`src/rtl/adc_seq_pkg.sv`:
```
package adc_seq_pkg;

  typedef enum logic [1:0] {
    ST_IDLE,
    ST_ISSUE,
    ST_WAIT
  } seq_state_e;

  // register word addresses
  localparam int unsigned A_CTRL = 0;
  localparam int unsigned A_SEL  = 1;
  localparam int unsigned A_STAT = 2;

  // CTRL bit positions
  localparam int unsigned B_EN    = 0;
  localparam int unsigned B_MODE  = 1;
  localparam int unsigned B_RPT   = 2;
  localparam int unsigned B_IEN   = 3;
  localparam int unsigned B_START = 4;
  localparam int unsigned B_STOP  = 5;
  localparam int unsigned B_BUSY  = 6;
  localparam int unsigned B_CHAN  = 8;

endpackage

```
`src/rtl/adc_seq_regs.sv`:
```
module adc_seq_regs
  import adc_seq_pkg::*;
#(
  parameter int NCH = 8,
  parameter int CW  = 3,
  parameter int AW  = 4,
  parameter int RW  = 11
) (
  input  logic           clk,
  input  logic           rst_n,
  input  logic           reg_wr,
  input  logic [AW-1:0]  reg_addr,
  input  logic [RW-1:0]  reg_wdata,
  input  logic [RW-1:0]  data_word,
  input  logic           done_evt,
  input  logic           busy,
  output logic           cfg_en,
  output logic           cfg_mode,
  output logic           cfg_rpt,
  output logic           cfg_ien,
  output logic [CW-1:0]  cfg_chan,
  output logic [NCH-1:0] cfg_sel,
  output logic           start_q,
  output logic           stop_q,
  output logic           eoc,
  output logic           eoc_clr,
  output logic           irq,
  output logic [RW-1:0]  reg_rdata
);

  logic wr_ctrl, wr_sel, wr_stat;

  assign wr_ctrl = reg_wr && (reg_addr == AW'(A_CTRL));
  assign wr_sel  = reg_wr && (reg_addr == AW'(A_SEL));
  assign wr_stat = reg_wr && (reg_addr == AW'(A_STAT));
  assign eoc_clr = wr_stat && reg_wdata[0];
  assign irq     = eoc && cfg_ien;

  always_ff @(posedge clk or negedge rst_n) begin
    if (!rst_n) begin
      cfg_en   <= 1'b0;
      cfg_mode <= 1'b0;
      cfg_rpt  <= 1'b0;
      cfg_ien  <= 1'b0;
      cfg_chan <= '0;
      cfg_sel  <= '0;
      start_q  <= 1'b0;
      stop_q   <= 1'b0;
      eoc      <= 1'b0;
    end else begin
      start_q <= wr_ctrl && reg_wdata[B_START];
      stop_q  <= wr_ctrl && reg_wdata[B_STOP];
      if (wr_ctrl) begin
        cfg_en   <= reg_wdata[B_EN];
        cfg_mode <= reg_wdata[B_MODE];
        cfg_rpt  <= reg_wdata[B_RPT];
        cfg_ien  <= reg_wdata[B_IEN];
        cfg_chan <= reg_wdata[B_CHAN +: CW];
      end
      if (wr_sel) cfg_sel <= reg_wdata[NCH-1:0];
      // a completion outranks a software clear
      if (done_evt)     eoc <= 1'b1;
      else if (eoc_clr) eoc <= 1'b0;
    end
  end

  always_comb begin
    reg_rdata = '0;
    if (reg_addr[AW-1]) begin
      reg_rdata = data_word;
    end else if (reg_addr == AW'(A_CTRL)) begin
      reg_rdata[B_EN]          = cfg_en;
      reg_rdata[B_MODE]        = cfg_mode;
      reg_rdata[B_RPT]         = cfg_rpt;
      reg_rdata[B_IEN]         = cfg_ien;
      reg_rdata[B_BUSY]        = busy;
      reg_rdata[B_CHAN +: CW]  = cfg_chan;
    end else if (reg_addr == AW'(A_SEL)) begin
      reg_rdata[NCH-1:0] = cfg_sel;
    end else if (reg_addr == AW'(A_STAT)) begin
      reg_rdata[0] = eoc;
    end
  end

endmodule

```
`src/rtl/adc_seq_fsm.sv`:
```
module adc_seq_fsm
  import adc_seq_pkg::*;
#(
  parameter int NCH = 8,
  parameter int CW  = 3
) (
  input  logic           clk,
  input  logic           rst_n,
  input  logic           cfg_en,
  input  logic           cfg_mode,
  input  logic           cfg_rpt,
  input  logic [CW-1:0]  cfg_chan,
  input  logic [NCH-1:0] cfg_sel,
  input  logic           start_q,
  input  logic           stop_q,
  input  logic           conv_done,
  output logic           conv_start,
  output logic [CW-1:0]  conv_chan,
  output logic           busy,
  output logic           in_wait,
  output logic           done_evt
);

  // lowest set index at or above floor: {found, index}
  function automatic logic [CW:0] pick_from(input logic [NCH-1:0] map,
                                            input logic [CW:0]    floor);
    logic [CW:0] r;
    r = '0;
    for (int i = NCH - 1; i >= 0; i--) begin
      if (map[i] && (i >= int'(floor))) r = {1'b1, CW'(i)};
    end
    return r;
  endfunction

  seq_state_e  state;
  logic [CW-1:0] cur;
  logic          stop_pend;
  logic [CW:0]   first_pick, next_pick;
  logic          halt;

  assign first_pick = pick_from(cfg_sel, '0);
  assign next_pick  = pick_from(cfg_sel, (CW+1)'(cur) + 1'b1);

  assign conv_start = (state == ST_ISSUE);
  assign conv_chan  = cur;
  assign busy       = (state != ST_IDLE);
  assign in_wait    = (state == ST_WAIT);
  assign done_evt   = in_wait && conv_done;
  assign halt       = stop_pend || stop_q || !cfg_en || !cfg_rpt;

  always_ff @(posedge clk or negedge rst_n) begin
    if (!rst_n) begin
      state     <= ST_IDLE;
      cur       <= '0;
      stop_pend <= 1'b0;
    end else begin
      unique case (state)
        ST_IDLE: begin
          stop_pend <= 1'b0;
          if (start_q && cfg_en) begin
            if (!cfg_mode) begin
              cur   <= cfg_chan;
              state <= ST_ISSUE;
            end else if (first_pick[CW]) begin
              cur   <= first_pick[CW-1:0];
              state <= ST_ISSUE;
            end
          end
        end
        ST_ISSUE: begin
          if (stop_q) stop_pend <= 1'b1;
          state <= ST_WAIT;
        end
        ST_WAIT: begin
          if (stop_q) stop_pend <= 1'b1;
          if (conv_done) begin
            if (!cfg_mode) begin
              state <= halt ? ST_IDLE : ST_ISSUE;
            end else if (stop_pend || stop_q || !cfg_en) begin
              state <= ST_IDLE;
            end else if (next_pick[CW]) begin
              cur   <= next_pick[CW-1:0];
              state <= ST_ISSUE;
            end else if (cfg_rpt && first_pick[CW]) begin
              cur   <= first_pick[CW-1:0];
              state <= ST_ISSUE;
            end else begin
              state <= ST_IDLE;
            end
          end
        end
        default: state <= ST_IDLE;
      endcase
    end
  end

endmodule

```
`src/rtl/adc_seq_results.sv`:
```
module adc_seq_results #(
  parameter int NCH = 8,
  parameter int CW  = 3,
  parameter int DW  = 10
) (
  input  logic           clk,
  input  logic           rst_n,
  input  logic           we,
  input  logic [CW-1:0]  wchan,
  input  logic [DW-1:0]  wdata,
  input  logic           rd_hit,
  input  logic [CW-1:0]  ridx,
  output logic [DW-1:0]  rval,
  output logic           rnew,
  output logic [NCH-1:0] new_flags
);

  logic [DW-1:0] vals [NCH];

  for (genvar g = 0; g < NCH; g++) begin : g_slot
    always_ff @(posedge clk or negedge rst_n) begin
      if (!rst_n) begin
        vals[g]      <= '0;
        new_flags[g] <= 1'b0;
      end else if (we && (wchan == CW'(g))) begin
        vals[g]      <= wdata;
        new_flags[g] <= 1'b1;
      end else if (rd_hit && (ridx == CW'(g))) begin
        new_flags[g] <= 1'b0;
      end
    end
  end

  assign rval = vals[ridx];
  assign rnew = new_flags[ridx];

endmodule

```
`src/rtl/adc_seq_ctrl.sv`:
```
module adc_seq_ctrl
  import adc_seq_pkg::*;
#(
  parameter int NCH = 8,
  parameter int DW  = 10
) (
  input  logic                     clk,
  input  logic                     rst_n,
  input  logic                     reg_wr,
  input  logic                     reg_rd,
  input  logic [$clog2(NCH):0]     reg_addr,
  input  logic [((DW+1 > 8+$clog2(NCH)) ? DW+1 : 8+$clog2(NCH))-1:0] reg_wdata,
  output logic [((DW+1 > 8+$clog2(NCH)) ? DW+1 : 8+$clog2(NCH))-1:0] reg_rdata,
  output logic                     irq,
  output logic                     conv_start,
  output logic [$clog2(NCH)-1:0]   conv_chan,
  input  logic                     conv_done,
  input  logic [DW-1:0]            conv_data
);

  localparam int CW = $clog2(NCH);
  localparam int AW = CW + 1;
  localparam int RW = (DW + 1 > 8 + CW) ? DW + 1 : 8 + CW;

  logic           cfg_en, cfg_mode, cfg_rpt, cfg_ien;
  logic [CW-1:0]  cfg_chan;
  logic [NCH-1:0] cfg_sel;
  logic           start_q, stop_q, eoc, eoc_clr;
  logic           busy, in_wait, done_evt;
  logic [DW-1:0]  rval;
  logic           rnew;
  logic [NCH-1:0] new_flags;
  logic [RW-1:0]  data_word;

  always_comb begin
    data_word            = '0;
    data_word[DW-1:0]    = rval;
    data_word[DW]        = rnew;
  end

  adc_seq_regs #(.NCH(NCH), .CW(CW), .AW(AW), .RW(RW)) i_regs (
    .clk       (clk),
    .rst_n     (rst_n),
    .reg_wr    (reg_wr),
    .reg_addr  (reg_addr),
    .reg_wdata (reg_wdata),
    .data_word (data_word),
    .done_evt  (done_evt),
    .busy      (busy),
    .cfg_en    (cfg_en),
    .cfg_mode  (cfg_mode),
    .cfg_rpt   (cfg_rpt),
    .cfg_ien   (cfg_ien),
    .cfg_chan  (cfg_chan),
    .cfg_sel   (cfg_sel),
    .start_q   (start_q),
    .stop_q    (stop_q),
    .eoc       (eoc),
    .eoc_clr   (eoc_clr),
    .irq       (irq),
    .reg_rdata (reg_rdata)
  );

  adc_seq_fsm #(.NCH(NCH), .CW(CW)) i_fsm (
    .clk        (clk),
    .rst_n      (rst_n),
    .cfg_en     (cfg_en),
    .cfg_mode   (cfg_mode),
    .cfg_rpt    (cfg_rpt),
    .cfg_chan   (cfg_chan),
    .cfg_sel    (cfg_sel),
    .start_q    (start_q),
    .stop_q     (stop_q),
    .conv_done  (conv_done),
    .conv_start (conv_start),
    .conv_chan  (conv_chan),
    .busy       (busy),
    .in_wait    (in_wait),
    .done_evt   (done_evt)
  );

  adc_seq_results #(.NCH(NCH), .CW(CW), .DW(DW)) i_res (
    .clk       (clk),
    .rst_n     (rst_n),
    .we        (done_evt),
    .wchan     (conv_chan),
    .wdata     (conv_data),
    .rd_hit    (reg_rd && reg_addr[AW-1]),
    .ridx      (reg_addr[CW-1:0]),
    .rval      (rval),
    .rnew      (rnew),
    .new_flags (new_flags)
  );

endmodule

```
`config.mk`:
```
export PLATFORM = sky130hd
export DESIGN_NAME = adc_seq_ctrl
export DESIGN_NICKNAME = d
export VERILOG_FILES = /design/src/rtl/adc_seq_pkg.sv /design/src/rtl/adc_seq_regs.sv /design/src/rtl/adc_seq_fsm.sv /design/src/rtl/adc_seq_results.sv /design/src/rtl/adc_seq_ctrl.sv
export SDC_FILE = /design/constraint.sdc
export NUM_CORES = 1
export LEC_CHECK = 0
export ABC_AREA = 1
export BUFFER_PORTS_ARGS = -buffer_cell sky130_fd_sc_hd__buf_4
export CORE_MARGIN = 10
export CORE_UTILIZATION = 66
export CTS_BUF_LIST = sky130_fd_sc_hd__clkbuf_4 sky130_fd_sc_hd__clkbuf_8
export CTS_CLUSTER_DIAMETER = 60
export DETAILED_ROUTE_END_ITERATION = 7
export PLACE_DENSITY = 0.87
export SYNTH_ARGS = -nofsm -noshare
export SYNTH_HDL_FRONTEND = slang
export SYNTH_SLANG_ARGS = --single-unit
```
`constraint.sdc`:
```
create_clock -name clk -period 3.38 [get_ports clk]
set_clock_uncertainty 0.1 [all_clocks]
set_input_delay 0.338 -clock clk [delete_from_list [all_inputs] [get_ports clk]]
set_output_delay 0.338 -clock clk [all_outputs]
set_load 0.02 [all_outputs]
```
==> results of run 1 <==
[through the flow]
stage,instances,instance area (um2),utilization [%],setup slack (ns)
floorplan,659,5470,-,1.17
global placement,783,5840,71.8,0.793
detailed placement,783,5840,71.8,0.722
CTS,800,6080,74.7,0.692
global route,800,6080,74.7,0.410
finish,800,6080,74.7,0.577
[worst paths after layout]
kind                            cells past startpoint                          to  slack (ns)
max in group asynchronous                           3  i_res.vals[43]$_DFFE_PN0P_        1.96
worst min register to register                      2   i_res.vals[1]$_DFFE_PN0P_        0.40
worst max register to register                      6  i_res.vals[63]$_DFFE_PN0P_        0.70
worst max-delay path                                9                reg_rdata[6]        0.58
min in group asynchronous                           2  i_res.vals[35]$_DFFE_PN0P_        0.47
worst min-delay path                                3  i_res.vals[25]$_DFFE_PN0P_        0.08
[Yosys cell counts (6+ instances only)]
cell / n
nand2_1: 180
dfrtp_1: 112
o21ai_0: 111
inv_1: 74
nand3_1: 34
nor2_1: 20
a22oi_1: 18
buf_2: 17
a21oi_1: 10
ha_1: 10
o22ai_1: 9
nor3_1: 8
clkbuf_1: 7
nand4_1: 6
[state kept, by name, indices dropped and copies added (netlist names), 2 cells and up]
| signal | cells |
|---|---|
| i_fsm.state | 2 |
| i_res.vals | 80 |
| i_regs.cfg_sel | 8 |
| i_fsm.conv_chan | 3 |
| i_regs.cfg_chan | 3 |
| i_res.new_flags | 8 |
[cell families after synthesis]
| group | synth area share [%] |
|---|---|
| compound gates | 17.9 |
| buf+inv | 7.82 |
| mux | 0.411 |
| flops | 51.2 |
| simple gates | 20.4 |
| fa+ha+maj | 2.29 |
[layout make-up]
type	instances	area [um2]	share of cell area, %
multi-input cells	442	2240	36.9
clock buffers	9	124	2.04
well taps	105	131	2.16
repair buffers	50	390	6.42
inverters	75	282	4.63
clock inverters	7	105	1.73
flip-flops and latches	112	2800	46.1
[power by group]
group          internal [mW]  switching (mW)  total, mW
clock network          0.374           0.514      0.888
logic                  0.588           0.960       1.55
registers               1.85           0.317       2.17
total                   2.81            1.79       4.60
[tightest hold or removal path, stage by stage]
cell and delay, ns:
buf_4 0.09, nand2_1 0.04, o21ai_0 0.05
[routing by layer]
layer,routed length [um],part of all wire (%),GRT usage (%)
met5,0,0,0
met3,1370,9.5,5.03
met4,377,2.6,7.11
met2,6950,48,38.1
met1,5690,40,29.8
==> impl_metrics.ini, run 1 <==
[sta]
finalCriticalPeriod_ns = 2.80
slew_violations = 0
max_freq_mhz = 357
fin_hold_ws_ns = 0.0759
hold_viol = 0
worstMarginPinSlew_ns = 0.805
tns_ns = 0
maxSlewHeadroom_pct = 46.2
period_share_pct = 82.9
setup_viol = 0
rsz0062_at_grt = false

[grt]
grt_pass1_vias = 4729
grt_max_degree = 64
antenna_found_initial = 0
grt_overflow = 0
grt_usage_pct = 23.1
grt_pass1_wl_mm = 23.9

[worst_setup_path]
crit_type = input pin to primary output
worstSetupEndpointType = primary output
crit_buf_inv = 4
crit_fanout = 14
slowest_delay_ns = 0.38
crit_path_start_kind = input pin
r2r_start = i_fsm.state[0]$_DFFE_PN0P_
cp.required_ns = 2.94
cp-startpoint = reg_addr[1]
crit_family = compound AO/OA/AOI/OAI gates
path_cells = buf_4 -> inv_1 -> nand2_1 -> inv_1 -> a22oi_1 -> a31oi_1 -> o21ai_0 -> o221ai_1 -> buf_4
arrival_ns = 2.37
slowest_stage = nand2_1

[layout]
syn_to_final_growth_pct = 11.0
mostFrequentLayoutCell = nand2_1
fill_cells = 618
final_cell_mix = nand2_1, dfrtp_1, o21ai_0
antenna-diode-count = 0
drive_gt1_share_pct = 11.5
fin_nets = 730

[pwr]
p_leak_nw = 2.98
peakVddDrop_uv = 402
p_total_mw = 4.60
powerDensity_nw_per_um2 = 758

[yosys]
synth_top_area_cell = dfrtp_1
synth-main-ff-cell = dfrtp_1
async_flop_share_pct = 100
synth_seq_cells = 112
ys_seq_area_share_pct = 51.2
syn_avg_cell_area_um2 = 8.30
synth-edff-count = 0
synth_top_area_share_pct = 51.2
synth_warnings = 0
syn_nets = 699
syn_area_um2 = 5470
synth_cells = 659
yosysUniqueCellTypes = 36
synth_area_leaders = dfrtp_1, nand2_1, o21ai_0

[flow_run]
cap_viol_max_count = 0

[drt]
drtIter0Drc = 535
wl_per_cell_um = 18.0
drt_pass1_iterations = 8
finalWirelength_mm = 14.4
antenna_left = 0
drc = 0
vias = 4805
viasPerCell = 6.01

[hold_path]
min_path_type = input pin to flop
holdCritStartpoint = conv_data[5]

[place]
gp_congestion = 0.935
dp_hpwl_mm = 9.92
port_buffers = 45

[die]
num_io_pins = 46
initial_core_util_pct = 67.3
core_area_um2 = 8130
die_y_um = 111
die_area_um2 = 12300
die_w_um = 111
rows = 33

[clock_network]
ctsHoldBuffers = 1
cts_buffers = 9
post_cts_resized = 0
clock-sinks = 112
cts_setup_buffers = 0
clock_latency_ns = 0.38
cts_tree = yes
htreeDepth = 3
clockBufferDepth = 2
root_buffer = clkbuf_8
clkTransAtPathRegs_ns = 0.11

[status]
status = finished, final reports clean
No activity file was read; power rests on OpenSTA's default activity.
==> inputs of run 2 (changes only) <==
ABC_AREA = 0   (was 1)
CORE_UTILIZATION = 56   (was 66)
PLACE_DENSITY = 0.78   (was 0.87)
clock period = 2.55 ns   (was 3.38 ns; I/O delays follow)
==> run 2 against run 1 <==
Compared with the run above:
- hold slack worse by 0.060 ns
- flip-flop and latch count did not move
- first-iteration DRC count is 59% lower
- synthesized cell count shrank 36%
- clock-buffer cell count unchanged
- critical path depth fell by 4
- register-to-register slack got worse by 0.56 ns
- largest power group unchanged
==> impl_metrics.ini, run 2 <==
[status]
status = finished, final reports clean

[worst_setup_path]
crit_fanout = 2
crit_path_start_kind = flop
rr_worst_depth = 8
slowest_stage = mux4_2
r2r_start = i_fsm.conv_chan[0]$_DFFE_PN0P_
critical_path_cell_count = 5
cp-startpoint = i_res.vals[1]$_DFFE_PN0P_
crit_buf_inv = 2
crit_family = multiplexers
slowest_delay_ns = 0.46
path_cells = mux4_2 -> mux2_2 -> a222oi_1 -> inv_1 -> buf_4
cp.required_ns = 2.19
worstSetupEndpointType = primary output
crit_type = flop to primary output
arrival_ns = 2.08

[die]
num_io_pins = 46
rows = 36
die_w_um = 120
initial_core_util_pct = 57.6
die_y_um = 120
die_area_um2 = 14500
core_area_um2 = 9820

[yosys]
synth_xor_xnor_area_share_pct = 0
synth.most_common_cell = dfrtp_1
synth_cells = 424
ys_seq_area_share_pct = 49.6
synth_seq_cells = 112
synth-main-ff-cell = dfrtp_1
syn_area_um2 = 5650
syn_nets = 464
synthAdderAreaFrac_pct = 2.21
async_flop_share_pct = 100
synth_top_area_cell = dfrtp_1
synth_area_leaders = dfrtp_1, mux2_2, mux4_2
syn_avg_cell_area_um2 = 13.3
synth_compound_area_share_pct = 7.24
synth_top_family_by_area = multiplexers
synth_common_cells = dfrtp_1, mux2_2, mux4_2
synth-edff-count = 0
muxShareOfSynthArea_pct = 30.6
synth-simple-area-share_pct = 7.13
synth_warnings = 0
yosysUniqueCellTypes = 51
synth_top_area_share_pct = 49.6

[sta]
hold_viol = 0
period_share_pct = 95.7
finalCriticalPeriod_ns = 2.44
rsz0062_at_grt = false
max_freq_mhz = 410
slew_violations = 0
worstMarginPinSlew_ns = 0.664
setup_viol = 0
maxSlewHeadroom_pct = 55.7
tns_ns = 0

[drt]
antenna_left = 0
drtIter0Drc = 219
dr_wl_met3_um = 666
vias = 3714
met2WireLength_mm = 6.33
drt_pass1_iterations = 6
top_layer = met4
drc = 0
finalWirelength_mm = 13.0
met1_length_mm = 5.93
wl_per_cell_um = 21.1
viasPerCell = 6.02

[place]
placed_area_um2 = 6210
dp_hpwl_mm = 9.17
gp_congestion = 0.948
port_buffers = 45

[layout]
mostFrequentLayoutCell = dfrtp_1
drive_gt1_share_pct = 45.5
fill_cells = 757
syn_to_final_growth_pct = 14.2
final_cell_mix = dfrtp_1, mux2_2, buf_4
fin_nets = 519
antenna-diode-count = 0
final_area_um2 = 6460
regMostFlops = i_res.vals
largest_reg_flops = 80
reg_top3 = i_res.vals x80, i_regs.cfg_sel x8, i_res.new_flags x8

[grt]
grt_usage_pct = 18.3
grt_pass1_vias = 3918
grt_pass1_wl_mm = 21.1
grt_max_degree = 52
antenna_found_initial = 0
grt_overflow = 0

[pwr]
share_comb_of_total_power_pct = 37.3
p_leak_nw = 3.10
powerDensity_nw_per_um2 = 944
clkPwrFrac_pct = 17.0
switching_share_pct = 33.8
p_switching_mw = 2.06
internal-power_mw = 4.03
p_seq_share_pct = 45.7
peakVddDrop_uv = 524

[clock_network]
clkTransAtPathRegs_ns = 0.12
cts_tree = yes
root_buffer = clkbuf_8
clockBufferDepth = 2
cts_buffers = 9
clock_latency_ns = 0.37
htreeDepth = 3
clock-sinks = 112

[hold_path]
whs_path_depth = 2
min_path_type = input pin to flop
holdCritStartpoint = reg_wdata[9]

[flow_run]
cap_viol_max_count = 0
[run 2: through the flow]
| stage | power, mW | utilization, % | setup WS, ns | instances | hold WS, ns |
|---|---|---|---|---|---|
| global placement | 4.94 | 63.3 | 0.107 | 598 | 0.226 |
| detailed placement | 5.04 | 63.3 | 0.0284 | 598 | 0.228 |
| CTS | 6.08 | 65.5 | 0.0156 | 616 | 0.00429 |
| global route | 6.47 | 65.7 | 0.00292 | 617 | 0.00627 |
| floorplan | 4.32 | - | 0.0484 | 424 | -0.141 |
| finish | 6.09 | 65.7 | 0.111 | 617 | 0.0155 |
[run 2: logic make-up (layout without fill, tap and decap cells)]
group,Yosys count,after routing
buffers and inverters,43,103
adder cells (fa/ha/maj),10,10
AO/OA/AOI/OAI,55,55
AND/OR/NAND/NOR,72,72
multiplexers,132,132
flip-flops,112,112
[run 2: path summary, 6_finish.rpt]
path,slack [ns],endpoint
worst min-delay path,0.02,i_regs.cfg_chan[1]$_DFFE_PN0P_
worst min register to register,0.39,i_fsm.stop_pend$_DFFE_PN0P_
min in group asynchronous,0.37,i_res.vals[30]$_DFFE_PN0P_
worst max register to register,0.14,i_fsm.conv_chan[0]$_DFFE_PN0P_
worst max-delay path,0.11,reg_rdata[1]
max in group asynchronous,1.25,i_res.new_flags[6]$_DFFE_PN0P_
[run 2: repair_timing]
| action | 4_1_cts | 5_1_grt |
|---|---|---|
| endpoints found under the hold margin | 48 | 0 |
| setup endpoints to repair | 0 | 3 |
| buffers inserted | 0 | 1 |
| gates resized for setup | 0 | 3 |
| hold buffers | 2 | 0 |
[run 2: power groups by stage]
stage,sequential (mW),combinational (mW),clock (mW)
global placement,2.77,2.17,0
floorplan,2.70,1.62,0
global route,2.86,2.47,1.14
detailed placement,2.82,2.22,0
CTS,2.78,2.23,1.06
finish,2.78,2.27,1.04
[run 2: worst register-to-register path, stage by stage, from the launching register on]
cell	delay, ns
dfrtp_1	0.40
ha_1	0.25
ha_4	0.32
nor3b_1	0.07
o2111a_1	0.26
a41oi_2	0.22
o21ai_1	0.11
a21oi_2	0.21
mux2_2	0.36
[run 2: layout make-up]
cell class,count,area [um2],share of cell area (%)
Timing Repair Buffer,69,536,8.29
Clock inverter,7,72.6,1.12
Tap cell,133,166,2.58
Inverter,18,67.6,1.05
Multi-Input combinational cell,269,2690,41.6
Clock buffer,9,124,1.92
Sequential cell,112,2800,43.4
[run 2: layer usage]
metal / up-vias / GRT usage, %
li1: 1688 / -
met1: 1908 / 25.5
met2: 109 / 29.2
met3: 9 / 3.44
met4: 0 / 3.77
met5: - / 0
==> inputs of run 3 (changes only) <==
CELL_PAD_IN_SITES_DETAIL_PLACEMENT = 0   (was unset)
CELL_PAD_IN_SITES_GLOBAL_PLACEMENT = 1   (was unset)
CORE_ASPECT_RATIO = 0.9   (was unset)
CORE_UTILIZATION = 46   (was 56)
PLACE_DENSITY = unset   (was 0.78)
PLACE_DENSITY_LB_ADDON = 0.1   (was unset)
==> run 3 against run 2 <==
Compared with the run above:
- via count grew 1.7%
- critical path depth is the same
- non-clock buffer count grew 8
- clock power is essentially flat
- cell area grew 2.1%
- first-iteration DRC count grew 26%
- combinational power grew 3%
- sequential power is essentially flat
- die area grew 18%
- hold slack lost 0.0023 ns
==> impl_metrics.ini, run 3 (synthesized netlist as in run 2, its figures left out) <==
[status]
status = finished, final reports clean

[drt]
drc = 0
drt_pass1_iterations = 5
vias = 3778
viasPerCell = 5.79
drtIter0Drc = 277
finalWirelength_mm = 13.9
antenna_left = 0
wl_per_cell_um = 21.4

[pwr]
p_leak_nw = 3.14
p_total_mw = 6.17
peakVddDrop_uv = 498
p_seq_share_pct = 44.9
clkPwrFrac_pct = 17.0
share_comb_of_total_power_pct = 38.0
internal-power_mw = 4.09
powerDensity_nw_per_um2 = 935
p_switching_mw = 2.07
switching_share_pct = 33.6

[sta]
hold_viol = 0
rsz0062_at_grt = true
maxSlewHeadroom_pct = 68.0
finalCriticalPeriod_ns = 2.47
slew_violations = 0
period_share_pct = 96.7
worstMarginPinSlew_ns = 0.476
setup_viol = 0
max_freq_mhz = 405

[die]
die_w_um = 137
die_y_um = 125
initial_core_util_pct = 47.0
die_area_um2 = 17100
core_area_um2 = 12000
num_io_pins = 46
rows = 38

[layout]
drive_gt1_share_pct = 45.5
mostFrequentLayoutCell = dfrtp_1
reg_top3 = i_res.vals x80, i_regs.cfg_sel x8, i_res.new_flags x8
fill_cells = 1078
syn_to_final_growth_pct = 16.6
final_area_um2 = 6590
regMostFlops = i_res.vals
largest_reg_flops = 80
fin_nets = 527
final_cell_mix = dfrtp_1, mux2_2, buf_4
antenna-diode-count = 0

[clock_network]
cts_buffers = 9
root_buffer = clkbuf_8
clock_latency_ns = 0.38
clkTransAtPathRegs_ns = 0.11
htreeDepth = 3
cts_tree = yes
clock-sinks = 112
clockBufferDepth = 2

[grt]
grt_pass1_wl_mm = 22.7
antenna_found_initial = 0
grt_overflow = 0
grt_pass1_vias = 4017
grt_max_degree = 57
grt_usage_pct = 17.0

[worst_setup_path]
r2r_start = i_fsm.conv_chan[0]$_DFFE_PN0P_
cp.required_ns = 2.19
arrival_ns = 2.11
cp-startpoint = i_res.vals[41]$_DFFE_PN0P_
crit_type = flop to primary output
worstSetupEndpointType = primary output
crit_fanout = 2
crit_path_start_kind = flop

[hold_path]
holdCritStartpoint = reg_wdata[9]
min_path_type = input pin to flop

[place]
port_buffers = 45
gp_congestion = 0.866
placed_area_um2 = 6270
dp_hpwl_mm = 9.62

[flow_run]
cap_viol_max_count = 0
## run 3: worst max-delay path, stage by stage, from the launching register on
cell,delay [ns]
dfrtp_1,0.39
mux4_2,0.48
mux2_2,0.29
a222oi_1,0.33
inv_1,0.08
buf_4,0.16
## run 3: metal layers
metal / up-vias / share of wire [%] / GRT usage [%]
met5: - / 0 / 0
met4: 0 / 0.93 / 2.54
met3: 10 / 5.0 / 3.84
met2: 83 / 47 / 26.4
met1: 1968 / 47 / 24.1
li1: 1717 / - / -
## run 3: path summary, 6_finish.rpt
kind                            slack (ns)                              to  cells past startpoint
worst max-delay path                  0.08                    reg_rdata[1]                      5
worst min-delay path                  0.01  i_regs.cfg_chan[1]$_DFFE_PN0P_                      2
worst max register to register        0.13  i_fsm.conv_chan[0]$_DFFE_PN0P_                      9
worst min register to register        0.40     i_fsm.stop_pend$_DFFE_PN0P_                      2
max in group asynchronous             1.39      i_res.vals[73]$_DFFE_PN0P_                      3
min in group asynchronous             0.28      i_res.vals[39]$_DFFE_PN0P_                      2
## run 3: final cells by class
type                            instances  area [um2]  area share (%)
Tap cell                              160         200            3.04
Multi-Input combinational cell        269        2700            40.9
Clock inverter                          6        58.8           0.892
Inverter                               18        67.6            1.02
Timing Repair Buffer                   77         627            9.51
Sequential cell                       112        2800            42.5
Clock buffer                           10         138            2.09
## run 3: what timing repair did
| action | CTS | global route |
|---|---|---|
| hold buffers | 8 | 0 |
| gates resized for setup | 1 | 6 |
| setup buffers | 0 | 2 |
| setup endpoints to repair | 2 | 3 |
| endpoints found under the hold margin | 41 | 0 |
| pin swaps | 2 | 5 |
## run 3: through the flow
step           instances  util (%)  setup slack [ns]  setup TNS [ns]  hold slack (ns)
2_1_floorplan        424         -            0.0484               0           -0.141
3_3_place_gp         626      52.1            0.0429               0            0.142
3_5_place_dp         626      52.1           -0.0125         -0.0179            0.151
4_1_cts              650      54.4            0.0158               0         0.000341
5_1_grt              652      54.8           -0.0180         -0.0303          0.00467
6_report             652      54.8            0.0836               0           0.0132
## run 3: power by group through the flow
stage	combinational, mW	clock, mW	sequential [mW]
after global placement	2.22	0	2.77
after CTS	2.29	1.09	2.77
after detailed placement	2.27	0	2.81
after global routing	2.57	1.16	2.86
after floorplan	1.62	0	2.70
final	2.34	1.05	2.77
